===== src/rtl/pkg_idle_seq_pkg.sv =====
package pkg_idle_seq_pkg;
  typedef enum logic [2:0] {
    ST_ACTIVE    = 3'd0,
    ST_ENTER_IO  = 3'd1,
    ST_ENTER_RET = 3'd2,
    ST_DEEP      = 3'd3,
    ST_EXIT_RET  = 3'd4,
    ST_EXIT_IO   = 3'd5
  } pis_state_e;
endpackage


===== src/rtl/pis_idle_detect.sv =====
module pis_idle_detect #(
  parameter int NUM_CORES = 4,
  parameter int RESP_CYC  = 4
) (
  input  logic                 clk,
  input  logic                 rst_n,
  input  logic [NUM_CORES-1:0] core_idle,
  input  logic                 wake_req,
  input  logic                 entry_ok,
  output logic                 go,
  output logic                 abort
);
  localparam int CW = $clog2(RESP_CYC + 2) + 1;

  logic all_idle;
  assign all_idle = (&core_idle) & ~wake_req;
  assign abort    = ~all_idle;

  always_ff @(posedge clk or negedge rst_n) begin
    if (!rst_n) go <= 1'b0;
    else        go <= all_idle;
  end

  // response-time watch: consecutive cycles of a met entry condition in ACTIVE
  logic [CW-1:0] wait_cnt;
  always_ff @(posedge clk or negedge rst_n) begin
    if (!rst_n)                 wait_cnt <= '0;
    else if (all_idle && entry_ok) wait_cnt <= wait_cnt + 1'b1;
    else                        wait_cnt <= '0;
  end

  p_resp_bound_r2: assert property (@(posedge clk) disable iff (!rst_n)
    wait_cnt <= CW'(RESP_CYC));
endmodule


===== src/rtl/pis_step_timer.sv =====
module pis_step_timer #(
  parameter int STEP_TMO = 16
) (
  input  logic clk,
  input  logic rst_n,
  input  logic clear,
  input  logic run,
  output logic expired
);
  localparam int TW = $clog2(STEP_TMO + 1);
  logic [TW-1:0] cnt;

  always_ff @(posedge clk or negedge rst_n) begin
    if (!rst_n)                 cnt <= '0;
    else if (clear || !run)     cnt <= '0;
    else if (!expired)          cnt <= cnt + 1'b1;
  end

  assign expired = run && (cnt == TW'(STEP_TMO - 1));
endmodule


===== src/rtl/pis_residency.sv =====
module pis_residency #(
  parameter int RES_W = 32
) (
  input  logic             clk,
  input  logic             rst_n,
  input  logic             in_deep,
  output logic [RES_W-1:0] count
);
  always_ff @(posedge clk or negedge rst_n) begin
    if (!rst_n)       count <= '0;
    else if (in_deep) count <= count + 1'b1;
  end
endmodule


===== src/rtl/pkg_idle_seq.sv =====
module pkg_idle_seq
  import pkg_idle_seq_pkg::*;
#(
  parameter int NUM_CORES  = 4,
  parameter int NUM_LINKS  = 3,
  parameter int RESP_CYC   = 4,
  parameter int STEP_TMO   = 16,
  parameter int BUDGET_CYC = 20,
  parameter int RES_W      = 32
) (
  input  logic                 clk,
  input  logic                 rst_n,
  input  logic [NUM_CORES-1:0] core_idle,
  input  logic                 wake_req,
  output logic [NUM_LINKS-1:0] link_stby_req,
  input  logic [NUM_LINKS-1:0] link_stby_ack,
  output logic                 ret_req,
  input  logic                 ret_ack,
  output logic                 pkg_deep,
  output logic                 pll_en,
  output logic                 fault,
  output logic                 budget_err,
  input  logic                 reg_addr,
  output logic [RES_W-1:0]     reg_rdata
);
  localparam int BW = $clog2(BUDGET_CYC + 1);

  pis_state_e state, nxt;
  logic go, abort, expired, tmo_hit, run_step;
  logic [RES_W-1:0] resid;
  logic [BW-1:0] bud_cnt;

  pis_idle_detect #(.NUM_CORES(NUM_CORES), .RESP_CYC(RESP_CYC)) u_detect (
    .clk(clk), .rst_n(rst_n), .core_idle(core_idle), .wake_req(wake_req),
    .entry_ok((state == ST_ACTIVE) && !fault), .go(go), .abort(abort));

  assign run_step = (state != ST_ACTIVE) && (state != ST_DEEP);

  pis_step_timer #(.STEP_TMO(STEP_TMO)) u_timer (
    .clk(clk), .rst_n(rst_n), .clear(nxt != state), .run(run_step),
    .expired(expired));

  pis_residency #(.RES_W(RES_W)) u_resid (
    .clk(clk), .rst_n(rst_n), .in_deep(state == ST_DEEP), .count(resid));

  always_comb begin
    nxt     = state;
    tmo_hit = 1'b0;
    case (state)
      ST_ACTIVE:    if (go && !fault) nxt = ST_ENTER_IO;
      ST_ENTER_IO:  if (abort)                nxt = ST_EXIT_IO;
                    else if (&link_stby_ack)  nxt = ST_ENTER_RET;
                    else if (expired) begin nxt = ST_ACTIVE; tmo_hit = 1'b1; end
      ST_ENTER_RET: if (abort)                nxt = ST_EXIT_RET;
                    else if (ret_ack)         nxt = ST_DEEP;
                    else if (expired) begin nxt = ST_ACTIVE; tmo_hit = 1'b1; end
      ST_DEEP:      if (abort)                nxt = ST_EXIT_RET;
      ST_EXIT_RET:  if (!ret_ack)             nxt = ST_EXIT_IO;
                    else if (expired) begin nxt = ST_ACTIVE; tmo_hit = 1'b1; end
      ST_EXIT_IO:   if (~|link_stby_ack)      nxt = ST_ACTIVE;
                    else if (expired) begin nxt = ST_ACTIVE; tmo_hit = 1'b1; end
      default:      nxt = ST_ACTIVE;
    endcase
  end

  always_ff @(posedge clk or negedge rst_n) begin
    if (!rst_n) begin
      state      <= ST_ACTIVE;
      fault      <= 1'b0;
      budget_err <= 1'b0;
      bud_cnt    <= '0;
    end else begin
      state <= nxt;
      if (tmo_hit) fault <= 1'b1;
      if (state == ST_ACTIVE)                    bud_cnt <= '0;
      else if (run_step && bud_cnt != BW'(BUDGET_CYC)) bud_cnt <= bud_cnt + 1'b1;
      if (bud_cnt == BW'(BUDGET_CYC)) budget_err <= 1'b1;
    end
  end

  always_comb begin
    link_stby_req = {NUM_LINKS{(state == ST_ENTER_IO) || (state == ST_ENTER_RET) ||
                               (state == ST_DEEP) || (state == ST_EXIT_RET)}};
    ret_req  = (state == ST_ENTER_RET) || (state == ST_DEEP);
    pkg_deep = (state == ST_DEEP);
    pll_en   = 1'b1;
    reg_rdata = reg_addr ? {{(RES_W-2){1'b0}}, budget_err, fault} : resid;
  end

  p_link_before_ret_r3: assert property (@(posedge clk) disable iff (!rst_n)
    $rose(ret_req) |-> $past(&link_stby_ack));
  p_ret_before_deep_r4: assert property (@(posedge clk) disable iff (!rst_n)
    $rose(pkg_deep) |-> $past(ret_ack));
  p_deep_leave_r5: assert property (@(posedge clk) disable iff (!rst_n)
    (pkg_deep && (wake_req || !(&core_idle))) |=> !pkg_deep);
  p_fault_sticky_r8: assert property (@(posedge clk) disable iff (!rst_n)
    fault |=> fault);
  p_fault_blocks_r8: assert property (@(posedge clk) disable iff (!rst_n)
    (fault && !(|link_stby_req)) |=> !(|link_stby_req));
  p_budget_sticky_r9: assert property (@(posedge clk) disable iff (!rst_n)
    budget_err |=> budget_err);
endmodule


===== config.mk =====
export PLATFORM = sky130hd
export DESIGN_NAME = pkg_idle_seq
export DESIGN_NICKNAME = d
export VERILOG_FILES = /design/src/rtl/pkg_idle_seq_pkg.sv /design/src/rtl/pis_idle_detect.sv /design/src/rtl/pis_step_timer.sv /design/src/rtl/pis_residency.sv /design/src/rtl/pkg_idle_seq.sv
export SDC_FILE = /design/constraint.sdc
export NUM_CORES = 1
export LEC_CHECK = 0
export ABC_AREA = 1
export BUFFER_PORTS_ARGS = -buffer_cell sky130_fd_sc_hd__buf_4
export CORE_ASPECT_RATIO = 0.6
export CORE_MARGIN = 10
export CORE_UTILIZATION = 40
export CTS_BUF_LIST = sky130_fd_sc_hd__clkbuf_8
export DETAILED_ROUTE_END_ITERATION = 10
export GPL_TIMING_DRIVEN = 0
export HOLD_SLACK_MARGIN = 0.12
export PLACE_DENSITY = 0.64
export SYNTH_ARGS = -nofsm -noshare
export SYNTH_HDL_FRONTEND = slang
export SYNTH_SLANG_ARGS = --single-unit

===== constraint.sdc =====
create_clock -name clk -period 2 [get_ports clk]
set_input_delay 0.2 -clock clk [delete_from_list [all_inputs] [get_ports clk]]
set_output_delay 0.2 -clock clk [all_outputs]
set_load 0.05 [all_outputs]

==> metrics.csv, run 1 <==
metric,value,unit
crit_slowest_cell,dfrtp_1,
required,1800,ps
syn_avg_cell_area,7.44,um^2
first_global_vias,2712,
grt-ovfl-total,0,
synth-edff-count,0,
via_count,2825,
critPathMaxFanout,8,
drive_gt1_share,20.5,%
ys_async_sr_fraction,100,%
fp.dieW,133,um
stdcell_area,0.00373,mm^2
clk_pin_slew,90,ps
grt_max_degree,49,
place.gp.congestion,0.917,
htreeDepth,2,
arrival,1690,ps
fmax,0.530,GHz
status,"finished, final reports clean",
synth_cell_type_count,34,
place_area,0.00357,mm^2
fin_util,50.7,%
viasPerCell,4.90,
port_buffers,49,
finalNonFillerCells,577,
period_share,94.4,%
synth_xor_area_share,9.41,%
ys_seq_area_share,39.1,%
layout_commonest_cell,nand2_1,
powerDensity,792,mW/mm^2
seq_area,0.00120,mm^2
syn_inst,413,
diodes,0,
swShare,41.6,%
drtAntennaViolNets,0,
critPathBufInv,3,
setup_tns,0,ps
rsz0062_at_grt,false,
clock_path_buffers,2,
nFillCells,742,
p_clk_share,21.3,%
multi_input_area,0.00161,mm^2
path_delay_family,simple AND/OR/NAND/NOR gates,
hpwlAfterDp,6170,um
clock-root-buffer,clkbuf_8,
critPathKind,flip-flop to primary output,
ys_seq_elements,48,
final-setup-viol-count,0,
synth_top_family_by_area,simple AND/OR/NAND/NOR gates,
p_sw,1.23,mW
drv_cap,0,
worst_slew_pin_slew,626,ps
grt_antenna_before_repair,0,
grt_use_total,13.5,%
syn_to_final_growth,21.4,%
core_area,0.00736,mm^2
period_needed,1890,ps
numClockSinks,48,
drcViolationCount,0,
synth_compound_area_share,3.26,%
cp_common_cell,buf_4,
power_frac_seq,38.6,%
ir_drop,0.380,mV
drt_iter0_markers,203,
synthMuxAreaShare,0,%
hold_class,input port to flip-flop,
synth-adder-area-share,2.04,%
p_leak,1.76,nW
combPwrFrac,40.1,%
numCtsBuffers,5,
holdWs,223,ps
synth_warnings,0,
dp.cells,566,
final_max_slew_viol_count,0,
fin_nets,489,
drt_wl_total,7930,um
maxSlewHeadroom,58.3,%
finalClockSkew,11.4,ps
initial_core_util,41.8,%
p_int,1.73,mW
synthSimpleGateAreaFrac,36.7,%
end_kind,primary output,
clk_latency,320,ps
die-area,0.0117,mm^2
cp-start-kind,flip-flop,
io_pins,52,
max_stage_delay,370,ps
syn-num-nets,430,
std_cell_rows,24,
path_cells,buf_4 -> nor2_4 -> nor2_1 -> or2_2 -> buf_4 -> buf_4,
grt_pass1_wl,13000,um
ys.flop_type,dfrtp_1,
cts_tree,done,
most-common-layout-cells,"nand2_1, nor2_1, buf_4, inv_1, dfrtp_1",
syn_area,0.00307,mm^2
routedWlPerCell,13.7,um
firstDrtPassIters,4,
die_h,87.9,um
finalHoldViolCount,0,
==> logic make-up after synthesis <==
family	count (synthesis)
flip-flops	48
XOR/XNOR	33
buffers and inverters	69
other	1
adder cells (fa/ha/maj)	5
AND/OR/NAND/NOR	238
AO/OA/AOI/OAI	19
==> power groups by stage <==
stage | sequential (mW) | clock (mW) | combinational, mW
2_1_floorplan | 1.17 | 0 | 0.847
3_3_place_gp | 1.16 | 0 | 1.11
3_5_place_dp | 1.16 | 0 | 1.14
4_1_cts | 1.14 | 0.644 | 1.16
5_1_grt | 1.16 | 0.691 | 1.30
6_report | 1.14 | 0.630 | 1.18
==> metal layers <==
| layer | GRT usage [%] | up-vias | routed length (um) |
|---|---|---|---|
| met2 | 19.6 | 84 | 3320 |
| met4 | 3.44 | 0 | 78 |
| met3 | 4.00 | 13 | 591 |
| li1 | - | 1400 | - |
| met1 | 19.1 | 1328 | 3940 |
| met5 | 0 | - | 0 |
==> cell usage after synthesis, types with 3 or more instances <==
library cell	n	share of area, %
nand4_1	11	2.2
nand3_1	22	3.6
nor2_4	3	1.1
nor3_2	5	1.6
inv_2	3	0.37
dfrtp_1	48	39
clkbuf_1	5	0.61
nor2_1	63	7.7
inv_1	54	6.6
nor3_1	16	2.6
o21ai_0	13	2.1
nand2_1	101	12
buf_4	4	0.98
nand2_2	4	0.81
nand3_2	3	0.98
ha_1	5	2.0
xor2_1	31	8.8
==> worst reg2reg max path, stage by stage, from the launching register on <==
cell,delay (ps)
dfrtp_1,390
ha_2,190
and3_4,180
ha_4,160
nor2_1,110
nand3_1,100
nand2_1,70
a21oi_1,40
nor2_1,160
nand3_2,190
nor3_2,210
==> registers in the layout, summed over array words and instances, names as in the netlist <==
signal,count
u_resid.count,32
u_detect.go,1
bud_cnt,5
state,3
fault,1
u_timer.cnt,5
budget_err,1
==> per-stage QoR <==
stage / setup WS, ps / total power [mW]
after floorplan: 197 / 2.01
after global placement: 119 / 2.27
after detailed placement: 96.8 / 2.30
after CTS: 25.6 / 2.95
after global routing: 11.9 / 3.15
final: 112 / 2.95
==> cell type report <==
type / instances / area share, %
buffer: 12 / 2.21
clock buffer: 6 / 2.21
clock inverter: 2 / 0.268
inverter: 57 / 5.84
multi-input combinational: 296 / 43.2
sequential: 48 / 32.2
tap: 104 / 3.49
timing repair buffer: 52 / 10.5
==> worst paths after layout <==
| path | startpoint | endpoint | slack (ps) | cells after the start |
|---|---|---|---|---|
| worst max register to register | u_timer.cnt[0] | u_timer.cnt[3] | 120 | 10 |
| max in group asynchronous | rst_n | u_resid.count[5] | 1130 | 2 |
| worst min register to register | u_resid.count[10] | u_resid.count[10] | 500 | 1 |
| worst min-delay path | ret_ack | state[2] | 220 | 4 |
| min in group asynchronous | rst_n | bud_cnt[2] | 430 | 2 |
| worst max-delay path | state[1] | link_stby_req[1] | 110 | 6 |
==> repair_timing <==
action / in CTS / in global routing
gates cloned: 0 / 0
endpoints found under the hold margin: 48 / 0
gates resized for setup: 2 / 11
endpoints found under the setup margin: 1 / 9
hold buffers: 1 / 0
pin swaps: 0 / 4
buffers inserted: 1 / 1
Power figures use the tool's default switching activity.
==> inputs of run 2 (changes only) <==
--- a/config.mk
+++ b/config.mk
@@ -7,6 +7,8 @@
 export LEC_CHECK = 0
 export ABC_AREA = 1
 export BUFFER_PORTS_ARGS = -buffer_cell sky130_fd_sc_hd__buf_4
+export CELL_PAD_IN_SITES_DETAIL_PLACEMENT = 0
+export CELL_PAD_IN_SITES_GLOBAL_PLACEMENT = 1
 export CORE_ASPECT_RATIO = 0.6
 export CORE_MARGIN = 10
 export CORE_UTILIZATION = 40
@@ -14,7 +16,8 @@
 export DETAILED_ROUTE_END_ITERATION = 10
 export GPL_TIMING_DRIVEN = 0
 export HOLD_SLACK_MARGIN = 0.12
-export PLACE_DENSITY = 0.64
+export PLACE_DENSITY = 0.82
+export REMOVE_ABC_BUFFERS = 1
 export SYNTH_ARGS = -nofsm -noshare
 export SYNTH_HDL_FRONTEND = slang
 export SYNTH_SLANG_ARGS = --single-unit
==> run 2 against run 1 <==
Core utilization shrank 0.20 points. Global-route usage shrank 0.18 points. Count of clock-buffer cells in the layout shrank 1. Largest cell class unchanged. Sequential share of layout area grew 0.16 points. Sequential power grew 4%. Critical path type is now flip-flop to flip-flop.
==> metrics.csv, run 2 (synthesis results as in run 1) <==
metric,value,unit
fmax,0.525,GHz
initial_core_util,41.8,%
path_cells,ha_2 -> and3_4 -> ha_4 -> nor2_1 -> nand3_1 -> nand2_1 -> a21oi_1 -> nor2_1 -> nand3_2 -> nor3_2,
finalHoldViolCount,0,
grt_pass1_wl,12700,um
firstDrtPassIters,4,
port_buffers,50,
clk_latency,310,ps
reg2reg_to,u_timer.cnt[1],
nFillCells,727,
grt_use_total,13.3,%
clock_path_buffers,2,
path_delay_family,simple AND/OR/NAND/NOR gates,
viasPerCell,4.71,
final_max_slew_viol_count,0,
max_stage_delay,410,ps
drt_iter0_markers,180,
rsz0062_at_grt,true,
cts_tree,done,
critPathKind,flip-flop to flip-flop,
critPathMaxFanout,5,
finalClockSkew,5.55,ps
hpwlAfterDp,6030,um
finalNonFillerCells,570,
drcViolationCount,0,
worst_slew_pin_slew,621,ps
ff2ff_setup_slack,90,ps
period_needed,1910,ps
worstReg2RegStart,u_timer.cnt[0],
die_h,87.9,um
dp.cells,555,
top_regs,"u_resid.count: 32 flops, bud_cnt: 5 flops, u_timer.cnt: 5 flops",
htreeDepth,2,
hold_start,ret_ack,
maxSlewHeadroom,58.6,%
drtAntennaViolNets,0,
hold_class,input port to flip-flop,
grtUsageMet3,3.43,%
crit_slowest_cell,dfrtp_1,
met2_usage,17.8,%
busiest_layer,met1,
first_global_vias,2507,
drv_cap,0,
critPathBufInv,0,
numCtsBuffers,5,
r2r_cells,10,
clock-root-buffer,clkbuf_8,
regMostFlops,u_resid.count,
status,"finished, final reports clean",
numClockSinks,48,
required,2240,ps
core_area,0.00736,mm^2
die-area,0.0117,mm^2
cp_common_cell,nor2_1,
cp-start-kind,flip-flop,
most-common-layout-cells,"nand2_1, nor2_1, buf_4, inv_1, dfrtp_1",
period_share,95.3,%
routedWlPerCell,13.6,um
end_kind,flip-flop,
final-setup-viol-count,0,
p_leak,1.74,nW
drt_wl_total,7750,um
use_met1,20.7,%
largest_reg_flops,32,
clk_pin_slew,90,ps
layout_commonest_cell,nand2_1,
grt_antenna_before_repair,0,
via_count,2684,
syn_to_final_growth,20.9,%
diodes,0,
fin_nets,482,
std_cell_rows,24,
fp.dieW,133,um
drive_gt1_share,20.4,%
powerDensity,800,mW/mm^2
place.gp.congestion,0.871,
io_pins,52,
setup_tns,0,ps
whs_path_depth,4,
arrival,2150,ps
worstHoldEndpoint,state[2],
grt-ovfl-total,0,
grt_max_degree,49,
ir_drop,0.633,mV
==> run 2: cell count changes in the layout (fill, tap and decap cells not counted), sizes merged <==
cell | before | now
clkbuf | 11 | 5
bufinv | 0 | 1
buf | 58 | 56
clkinv | 2 | 1
clkinvlp | 1 | 2
==> run 2: what timing repair did <==
| action | CTS | global route |
|---|---|---|
| hold endpoints to repair | 48 | 0 |
| gates resized for setup | 1 | 7 |
| pin swaps | 0 | 4 |
| endpoints found under the setup margin | 1 | 10 |
| setup buffers | 0 | 6 |
| hold buffers | 1 | 0 |
==> run 2: worst max-delay path by stage <==
stage / startpoint / endpoint / slack, ps / cells after the start
final: u_timer.cnt[0] / u_timer.cnt[1] / 90 / 10
after global routing: u_timer.cnt[0] / u_timer.cnt[1] / -90 / 10
after CTS: u_timer.cnt[0] / u_timer.cnt[0] / 30 / 10
after detailed placement: u_timer.cnt[0] / u_timer.cnt[2] / 50 / 10
after global placement: u_timer.cnt[0] / u_timer.cnt[3] / 50 / 10
after floorplan: state[1] / u_timer.cnt[0] / 180 / 10
==> run 2: worst reg2reg max path: cells and delay by family (launching register included) <==
family | cells | cell delay, ps
simple gates | 7 | 1020
fa+ha+maj | 2 | 370
compound gates | 1 | 40
flops | 1 | 410
==> run 2: final cells by class <==
class	instances	area [um^2]	area share, %
Clock buffer	5	68.8	1.85
Clock inverter	3	42.5	1.15
Inverter	57	220	5.93
Multi-Input combinational cell	296	1610	43.3
Sequential cell	48	1200	32.4
Tap cell	104	130	3.50
Timing Repair Buffer	57	443	11.9
==> run 2: routing by layer <==
layer / up-vias / part of all wire [%]
li1: 1393 / -
met3: 8 / 6.5
met2: 62 / 39
met4: 0 / 0.66
met5: - / 0
met1: 1221 / 54
==> run 2: per-stage QoR <==
step / setup slack, ps / hold WS [ps] / util [%] / power (mW) / cell area [um^2]
2_1_floorplan: 177 / -95.6 / - / 1.95 / 3000
4_1_cts: 32.4 / 250 / 49.3 / 2.98 / 3630
3_3_place_gp: 54.9 / 260 / 47.6 / 2.24 / 3500
5_1_grt: -90.8 / 300 / 50.5 / 3.18 / 3710
6_report: 94.4 / 266 / 50.5 / 2.97 / 3710
3_5_place_dp: 54.5 / 257 / 47.6 / 2.25 / 3500
==> run 2: power breakdown <==
group,internal [mW],switching [mW]
Combinational,0.330,0.748
Sequential,1.06,0.117
Clock,0.370,0.349
Total,1.76,1.21
==> inputs of run 3 (changes only) <==
==> constraint.sdc (replaced) <==
create_clock -name clk -period 2 [get_ports clk]
set_input_delay 0.2 -clock clk [delete_from_list [all_inputs] [get_ports clk]]
set_output_delay 0.2 -clock clk [all_outputs]
set_load 0.1 [all_outputs]
==> run 3 against run 2 <==
Maximum frequency rose by 0.58%. Sequential power barely moved. Flip-flop and latch count did not move. Final area rose by 0.67%. Largest cell class unchanged. Register-to-register slack barely moved. Hold slack got worse by 0.96 ps.
==> metrics.csv, run 3 (synthesis results as in run 1) <==
metric,value,unit
critPathKind,flip-flop to flip-flop,
numCtsBuffers,5,
die-area,0.0117,mm^2
grt_pass1_wl,12700,um
most-common-layout-cells,"nand2_1, nor2_1, buf_4, inv_1, dfrtp_1",
clock-root-buffer,clkbuf_8,
status,"finished, final reports clean",
finalPower,3.21,mW
hpwlAfterDp,6030,um
initial_core_util,41.8,%
drive_gt1_share,21.3,%
clk_latency,310,ps
maxSlewHeadroom,58.3,%
clock_path_buffers,2,
top_regs,"u_resid.count: 32 flops, bud_cnt: 5 flops, u_timer.cnt: 5 flops",
p_leak,1.76,nW
grt_use_total,13.3,%
powerDensity,858,mW/mm^2
use_met1,20.7,%
ir_drop,0.680,mV
worst_slew_pin_slew,625,ps
worst_slack,105,ps
grt_max_degree,49,
core_area,0.00736,mm^2
rsz0062_at_grt,true,
setup_tns,0,ps
clk_pin_slew,90,ps
htreeDepth,2,
cp-start-kind,flip-flop,
critPathMaxFanout,5,
final-setup-viol-count,0,
drt_iter0_markers,178,
grt_antenna_before_repair,0,
fmax,0.528,GHz
via_count,2728,
drcViolationCount,0,
met2_usage,17.8,%
fp.dieW,133,um
final_max_slew_viol_count,0,
largest_reg_flops,32,
syn_to_final_growth,21.8,%
arrival,2140,ps
drtAntennaViolNets,0,
port_buffers,50,
routedWlPerCell,13.6,um
io_pins,52,
layout_commonest_cell,nand2_1,
place_ws,54.5,ps
period_share,94.7,%
cts_tree,done,
first_global_vias,2507,
hold_class,input port to flip-flop,
firstDrtPassIters,5,
diodes,0,
numClockSinks,48,
viasPerCell,4.76,
grtUsageMet3,3.43,%
required,2240,ps
period_needed,1890,ps
end_kind,flip-flop,
nFillCells,725,
std_cell_rows,24,
grt-ovfl-total,0,
busiest_layer,met1,
place.gp.congestion,0.871,
fin_nets,485,
regMostFlops,u_resid.count,
finalClockSkew,4.98,ps
drv_cap,0,
drt_wl_total,7800,um
finalHoldViolCount,0,
die_h,87.9,um
-- run 3: area by class of cell --
type	count	area [um^2]	area share [%]
inverters	57	220	5.89
clock inverters	3	42.5	1.14
multi-input cells	296	1610	43.0
clock buffers	5	68.8	1.84
repair buffers	60	465	12.4
flip-flops and latches	48	1200	32.2
well taps	104	130	3.48
-- run 3: power by group --
part	internal (mW)	leakage (nW)	switching [mW]
Combinational	0.329	1.05	0.980
Clock	0.370	0.0541	0.349
Sequential	1.06	0.650	0.116
Total	1.76	1.76	1.45
-- run 3: final timing paths --
path | from | to | slack [ps] | cells after the start
worst max-delay path | u_timer.cnt[0] | u_timer.cnt[1] | 110 | 10
worst min-delay path | link_stby_ack[1] | state[2] | 260 | 5
worst max register to register | u_timer.cnt[0] | u_timer.cnt[1] | 110 | 10
worst min register to register | u_resid.count[10] | u_resid.count[10] | 500 | 1
max in group asynchronous | rst_n | u_resid.count[2] | 1100 | 2
min in group asynchronous | rst_n | bud_cnt[2] | 440 | 2
-- run 3: critical path, stage by stage, from the launching register on --
cell and delay (ps):
dfrtp_1 410, ha_2 200, and3_4 190, ha_4 170, nor2_1 100, nand3_1 90
nand2_1 70, a21oi_1 40, nor2_1 150, nand3_2 190, nor3_2 210
-- run 3: routing by layer --
layer  up-vias  share of wire, %
li1       1404                 -
met1      1232                53
met2        84                39
met3         8               7.2
met4         0              0.62
met5         -                 0
-- run 3: stage by stage --
step           std cells  util, %  hold WS [ps]  area [um^2]
2_1_floorplan        401        -         -95.6         3000
3_3_place_gp         555     47.6           260         3500
3_5_place_dp         555     47.6           257         3500
4_1_cts              564     49.3           250         3630
5_1_grt              573     50.8           298         3740
6_report             573     50.8           265         3740
-- run 3: what timing repair did --
| item | CTS | global route |
|---|---|---|
| endpoints found under the hold margin | 48 | 0 |
| gates resized for setup | 1 | 9 |
| endpoints found under the setup margin | 1 | 13 |
| setup buffers | 0 | 9 |
| hold buffers | 1 | 0 |
| pin swaps | 0 | 4 |
